`config.mk`:
```
export PLATFORM = sky130hd
export DESIGN_NAME = clkmode_ctrl
export DESIGN_NICKNAME = d
export VERILOG_FILES = /design/src/rtl/clkmode_pkg.sv /design/src/rtl/clkmode_sync.sv /design/src/rtl/clkmode_phase.sv /design/src/rtl/clkmode_gate.sv /design/src/rtl/clkmode_ctrl.sv
export SDC_FILE = /design/constraint.sdc
export NUM_CORES = 1
export LEC_CHECK = 0
export ABC_CLOCK_PERIOD_IN_PS = 4400
export BUFFER_PORTS_ARGS = -buffer_cell sky130_fd_sc_hd__buf_4
export CORE_MARGIN = 3
export CORE_UTILIZATION = 50
export DETAILED_ROUTE_END_ITERATION = 7
export PLACE_DENSITY = 0.77
export SYNTH_ARGS = -nofsm -noshare
export SYNTH_HDL_FRONTEND = slang
export SYNTH_SLANG_ARGS = --single-unit
```
`constraint.sdc`:
```
create_clock -name clk_i -period 4.4 [get_ports clk_i]
set_input_delay 0.88 -clock clk_i [delete_from_list [all_inputs] [get_ports clk_i]]
set_output_delay 0.88 -clock clk_i [all_outputs]
set_load 0.02 [all_outputs]
```
`src/rtl/clkmode_pkg.sv`:
```
package clkmode_pkg;

  typedef enum logic [1:0] {
    MODE_TRI  = 2'b00,
    MODE_LO   = 2'b01,
    MODE_TEST = 2'b10,
    MODE_HI   = 2'b11
  } mode_e;

  // PCI divider for a mode: low-speed uses the low divider, all others the high one
  function automatic int unsigned pci_div(mode_e m, int unsigned hi, int unsigned lo);
    return (m == MODE_LO) ? lo : hi;
  endfunction

endpackage

```
`src/rtl/clkmode_sync.sv`:
```
module clkmode_sync #(
  parameter int unsigned            WIDTH   = 1,
  parameter logic [WIDTH-1:0]       RST_VAL = '0
) (
  input  logic             clk_i,
  input  logic             rst_ni,
  input  logic [WIDTH-1:0] d_i,
  output logic [WIDTH-1:0] q_o
);

  logic [WIDTH-1:0] ff1_q;
  logic [WIDTH-1:0] ff2_q;

  always_ff @(posedge clk_i or negedge rst_ni) begin
    if (!rst_ni) begin
      ff1_q <= RST_VAL;
      ff2_q <= RST_VAL;
    end else begin
      ff1_q <= d_i;
      ff2_q <= ff1_q;
    end
  end

  assign q_o = ff2_q;

endmodule

```
`src/rtl/clkmode_phase.sv`:
```
module clkmode_phase
  import clkmode_pkg::*;
#(
  parameter int unsigned DIV_HI     = 6,
  parameter int unsigned DIV_LO     = 4,
  parameter int unsigned SETTLE_CYC = 600000
) (
  input  logic  clk_i,
  input  logic  rst_ni,
  input  mode_e mode_i,
  input  logic  pwr_ok_i,
  output mode_e mode_o,
  output logic  run_o,
  output logic  cpu_nx_o,
  output logic  pci_nx_o
);

  localparam int unsigned MAX_DIV = (DIV_HI > DIV_LO) ? DIV_HI : DIV_LO;
  localparam int          DW      = $clog2(MAX_DIV + 1);
  localparam int          SW      = $clog2(SETTLE_CYC + 1);
  localparam logic [SW-1:0] SETTLE_LD = SW'(SETTLE_CYC);

  mode_e          mode_q, mode_d;
  logic [DW-1:0]  cnt_q, cnt_d;
  logic [DW-1:0]  hold_q, hold_d;
  logic [SW-1:0]  settle_q, settle_d;
  logic           run_q, run_d;
  logic           mode_chg;
  logic [DW-1:0]  div_q, div_d, half_d;
  logic           settle_en;

  // next-state: mode change has priority, then power-down, settling, hold, run
  always_comb begin
    mode_d    = mode_q;
    cnt_d     = '0;
    hold_d    = hold_q;
    settle_d  = settle_q;
    settle_en = 1'b0;
    mode_chg  = (mode_i != mode_q);
    div_q     = DW'(pci_div(mode_q, DIV_HI, DIV_LO));
    if (mode_chg) begin
      mode_d = mode_i;
      hold_d = DW'(pci_div(mode_i, DIV_HI, DIV_LO));
    end else if (!pwr_ok_i) begin
      settle_en = 1'b1;
      settle_d  = SETTLE_LD;
    end else if (settle_q != '0) begin
      settle_en = 1'b1;
      settle_d  = settle_q - SW'(1);
    end else if (hold_q != '0) begin
      hold_d = hold_q - DW'(1);
    end else if (cnt_q != (div_q - DW'(1))) begin
      cnt_d = cnt_q + DW'(1);
    end
    run_d    = !mode_chg && pwr_ok_i && (settle_d == '0) && (hold_d == '0);
    div_d    = DW'(pci_div(mode_d, DIV_HI, DIV_LO));
    half_d   = div_d >> 1;
    cpu_nx_o = run_d & ~cnt_d[0];
    pci_nx_o = run_d & (cnt_d < half_d);
  end

  always_ff @(posedge clk_i or negedge rst_ni) begin
    if (!rst_ni) begin
      mode_q <= MODE_TRI;
      cnt_q  <= '0;
      hold_q <= '0;
      run_q  <= 1'b0;
    end else begin
      mode_q <= mode_d;
      cnt_q  <= cnt_d;
      hold_q <= hold_d;
      run_q  <= run_d;
    end
  end

  always_ff @(posedge clk_i or negedge rst_ni) begin
    if (!rst_ni) begin
      settle_q <= SETTLE_LD;
    end else if (settle_en) begin
      settle_q <= settle_d;
    end
  end

  assign mode_o = mode_q;
  assign run_o  = run_q;

endmodule

```
`src/rtl/clkmode_gate.sv`:
```
module clkmode_gate (
  input  logic clk_i,
  input  logic rst_ni,
  input  logic lvl_nx_i,
  input  logic run_i,
  output logic en_o,
  output logic clk_o
);

  logic en_q, en_d, en_upd;
  logic out_q, out_d;

  // enable may only change in a cycle whose output level is low
  always_comb begin
    en_upd = !lvl_nx_i;
    en_d   = run_i;
    out_d  = lvl_nx_i & en_q;
  end

  always_ff @(posedge clk_i or negedge rst_ni) begin
    if (!rst_ni) begin
      en_q <= 1'b0;
    end else if (en_upd) begin
      en_q <= en_d;
    end
  end

  always_ff @(posedge clk_i or negedge rst_ni) begin
    if (!rst_ni) begin
      out_q <= 1'b0;
    end else begin
      out_q <= out_d;
    end
  end

  assign en_o  = en_q;
  assign clk_o = out_q;

endmodule

```
`src/rtl/clkmode_ctrl.sv`:
```
module clkmode_ctrl
  import clkmode_pkg::*;
#(
  parameter int unsigned N_CPU      = 2,
  parameter int unsigned N_PCI      = 5,
  parameter int unsigned DIV_HI     = 6,
  parameter int unsigned DIV_LO     = 4,
  parameter int unsigned SETTLE_CYC = 600000
) (
  input  logic             clk_i,
  input  logic             rst_ni,
  input  logic [1:0]       sel_i,
  input  logic             cpu_stop_ni,
  input  logic             pci_stop_ni,
  input  logic             pwr_ni,
  input  logic             osc_i,
  output logic [N_CPU-1:0] cpu_o,
  output logic [N_PCI-1:0] pci_o,
  output logic             pci_free_o,
  output logic             ref_o,
  output logic             oe_o
);

  logic [1:0]       sel_s;
  logic [2:0]       ctl_s;
  mode_e            mode_w;
  logic             run_w;
  logic             cpu_nx, pci_nx;
  logic             pci_free_q;
  logic [N_CPU-1:0] cpu_en_w;
  logic [N_PCI-1:0] pci_en_w;

  clkmode_sync #(.WIDTH(2), .RST_VAL(2'b00)) u_sel_sync (
    .clk_i  (clk_i),
    .rst_ni (rst_ni),
    .d_i    (sel_i),
    .q_o    (sel_s)
  );

  // bit 2: power ok, bit 1: PCI run, bit 0: CPU run
  clkmode_sync #(.WIDTH(3), .RST_VAL(3'b000)) u_ctl_sync (
    .clk_i  (clk_i),
    .rst_ni (rst_ni),
    .d_i    ({pwr_ni, pci_stop_ni, cpu_stop_ni}),
    .q_o    (ctl_s)
  );

  clkmode_phase #(
    .DIV_HI     (DIV_HI),
    .DIV_LO     (DIV_LO),
    .SETTLE_CYC (SETTLE_CYC)
  ) u_phase (
    .clk_i    (clk_i),
    .rst_ni   (rst_ni),
    .mode_i   (mode_e'(sel_s)),
    .pwr_ok_i (ctl_s[2]),
    .mode_o   (mode_w),
    .run_o    (run_w),
    .cpu_nx_o (cpu_nx),
    .pci_nx_o (pci_nx)
  );

  for (genvar g = 0; g < N_CPU; g++) begin : g_cpu
    clkmode_gate u_gate (
      .clk_i    (clk_i),
      .rst_ni   (rst_ni),
      .lvl_nx_i (cpu_nx),
      .run_i    (ctl_s[0]),
      .en_o     (cpu_en_w[g]),
      .clk_o    (cpu_o[g])
    );
  end

  for (genvar g = 0; g < N_PCI; g++) begin : g_pci
    clkmode_gate u_gate (
      .clk_i    (clk_i),
      .rst_ni   (rst_ni),
      .lvl_nx_i (pci_nx),
      .run_i    (ctl_s[1]),
      .en_o     (pci_en_w[g]),
      .clk_o    (pci_o[g])
    );
  end

  always_ff @(posedge clk_i or negedge rst_ni) begin
    if (!rst_ni) begin
      pci_free_q <= 1'b0;
    end else begin
      pci_free_q <= pci_nx;
    end
  end

  assign pci_free_o = pci_free_q;
  assign ref_o      = run_w & ((mode_w == MODE_TEST) ? clk_i : osc_i);
  assign oe_o       = (mode_w != MODE_TRI);

endmodule

```
==> impl_results.md <==
- CP endpoint: ref_o
- Hold Path Cell Cnt: 0
- Post-CTS sizing: 0
- Reg2reg start: u_phase.settle_q[0]$_DFFE_PN0P_
- Fill count: 415
- Row Count: 25
- Post-layout worst setup margin: 0.7326 ns
- Routed len/inst: 15.90 um
- Maximum Capacitance Violations: 0
- Netlist Area Pre-Place: roughly 2600 um^2
- Iteration-0 DRC Markers: approximately 160
- Final WL: approximately 5.6 mm
- VDD IR max: 0.2905 mV
- Syn nets: a little under 300
- Slew HR: 57.99%
- Async S/R FF share, synth: 100.0%
- Core ar.: roughly 4800 um^2
- Via count: approximately 2100
- Synth Instances: 278
- Worst setup SP type: clock port
- Router iterations before antenna repair: 5
- Nets: roughly 300
- Die height: 77.90 um
- Flop-to-flop setup slack: 1.06 ns
- Number of global-route vias before repair: roughly 2000
- Post-Syn Area per Cell: approximately 9.3 um^2
- IO Pins: 18
- Post-CTS Setup Repair Bufs: 0
- Final TNS setup: 0 ns
- Hold Buf Count CTS: 0
- Largest area contributor in the netlist: dfrtp_1
- Reg clk slew, reported paths: approximately 0.08 ns
- Sequential share of the synthesized area: between 40% and 50%
- DR vias/cell: a little under 6
- R2R Path End: g_cpu[1].u_gate.en_o$_DFFE_PN0N_
- Slew @ Worst Pin: between 0.6 and 0.7 ns
- Crit end category: output port
- Endpoints failing setup: 0
- Clk Latency, worst-skew pair: between 0.4 and 0.5 ns
- Total congestion overflow: 0
- Max-slew violation count: 0
- Status: finished clean
- Synth Flop Type: dfrtp_1
- Top post-synthesis cells by area: dfrtp_1, dfstp_2, nand2_1
- Total Routing Usage GR: 19.87%
- Critical Path AT: ~2.8 ns
- Number of warnings issued by yosys: 0
- Post-DP HPWL: around 4.1 mm
- First-pass GRT wire length: approximately 9.4 mm
- Leak Pwr: 0.001166 uW
- DRC viols: 0
- Yosys cell types: ~60
- Die Area: between 6000 and 7000 um^2
- Setup WS pre-CTS: around 1.0 ns
- Post-route ant nets: 0
- CTS tree: built
- Pwr/cell area: roughly 400 nW/um^2
- N_diodes: 0
- Count leader, synth: dfrtp_1
- Overall power: 1142 uW
- Initial antenna violation count: 0
- Commonest cells in the netlist: dfrtp_1, nand2_1, nor2_1, o21ai_0, nor3_1
- Worst R2R Path Depth: 10
- Number of synthesized flops with an enable pin: 0
- Seq cells post-synth: 44
- Critical path peak fanout: 2
- Share of the synthesized area in the top cell type: 34.85%
- HP Class: reg2reg
- RSZ-0062 raised after global routing: false
- # port buffers: 17
- Die X: between 70 and 80 um
- Critical path class: clk2out
- Synth-to-Final Area Change: 9.100%
- Worst clock skew: 0.006251 ns
- Worst Path Required: 3.52 ns
- Largest net degree at the start of global routing: 45
- Hold Vio Cnt, Final: 0
- Initial Util: 53.32%
- Placer Congestion: between 0.9 and 1
- Share of layout cells above drive strength 1: about a fifth
- CP startpoint: clk_i
[cells in the final DEF (no fill, tap or decap), types with 5 or more instances in the layout]
cell type  instances
xnor2_1            7
clkbuf_8           9
dfstp_2            8
dfrtp_1           36
nor2b_1            5
inv_1             11
nand2_1           27
nand3_1           10
xor2_1             5
o21ai_0           16
buf_4             18
nor3_1            14
nor3_2             5
nand4_1            6
nor2_1            27
a21oi_1           13
[cells by family after synthesis]
family,Yosys count,share of synthesized area (%)
AO/OA/AOI/OAI,56,13.84
multiplexers,5,2.275
XOR/XNOR,12,4.066
flip-flops,44,42.98
buffers and inverters,31,6.341
AND/OR/NAND/NOR,126,28.56
adder cells (fa/ha/maj),4,1.936
[state kept, by name (all words and copies together), names as in the netlist]
| name | flops |
|---|---|
| u_phase.mode_o | 2 |
| g_pci.u_gate.en_o | 1 |
| g_cpu.u_gate.clk_o | 1 |
| u_sel_sync.q_o | 2 |
| u_phase.cnt_q | 3 |
| g_cpu.u_gate.en_o | 1 |
| u_phase.settle_q | 20 |
| pci_free_o | 1 |
| u_phase.run_o | 1 |
| u_ctl_sync.ff1_q | 3 |
| g_pci.u_gate.clk_o | 1 |
| u_phase.hold_q | 3 |
| u_ctl_sync.q_o | 3 |
| u_sel_sync.ff1_q | 2 |
[worst max-delay path, cell delays in order]
cell and delay [ns]:
clkbuf_8 0.11, clkbuf_8 0.12, mux2i_1 0.14, nor2b_1 0.07
buf_4 0.15
[worst min path at each step]
stage | endpoint | start | slack, ns
finish | u_sel_sync.q_o[1]$_DFF_PN0_ | u_sel_sync.ff1_q[1]$_DFF_PN0_ | 0.35
global route | u_sel_sync.q_o[0]$_DFF_PN0_ | u_sel_sync.ff1_q[0]$_DFF_PN0_ | 0.36
CTS | u_sel_sync.q_o[1]$_DFF_PN0_ | u_sel_sync.ff1_q[1]$_DFF_PN0_ | 0.35
detailed placement | u_sel_sync.q_o[1]$_DFF_PN0_ | u_sel_sync.ff1_q[1]$_DFF_PN0_ | 0.34
global placement | u_sel_sync.q_o[1]$_DFF_PN0_ | u_sel_sync.ff1_q[1]$_DFF_PN0_ | 0.33
floorplan | u_ctl_sync.q_o[0]$_DFF_PN0_ | u_ctl_sync.ff1_q[0]$_DFF_PN0_ | 0.33
[per-stage QoR]
step / instance area, um^2 / util [%] / cells / hold slack [ns]
2_1_floorplan: 2585 / - / 278 / 0.3312
3_3_place_gp: 2681 / 55.30 / 343 / 0.3329
3_5_place_dp: 2681 / 55.30 / 343 / 0.3358
4_1_cts: 2820 / 58.17 / 354 / 0.3549
5_1_grt: 2820 / 58.17 / 354 / 0.3637
6_report: 2820 / 58.17 / 354 / 0.3508
[metal layers]
layer / part of all wire, % / track usage, %
met1: 46 / 26.84
met4: 1.8 / 9.441
met3: 6.6 / 6.148
met2: 46 / 29.02
met5: 0 / 0
[power by group]
part	switching [uW]	internal, uW	total (uW)
Combinational	171	106	278
Sequential	73.1	454	527
Clock	151	186	338
Total	396	746	1140
[cell type report]
cell class / instances / area (um^2) / area share, %
multi-input combinational: 203 / 1310 / 46.45
sequential: 44 / 1111 / 39.40
clock buffer: 10 / 131.4 / 4.658
timing repair buffer: 17 / 127.6 / 4.525
tap: 67 / 83.83 / 2.972
inverter: 11 / 41.29 / 1.464
clock inverter: 2 / 15.01 / 0.5324
No activity file was read; power rests on OpenSTA's default activity.
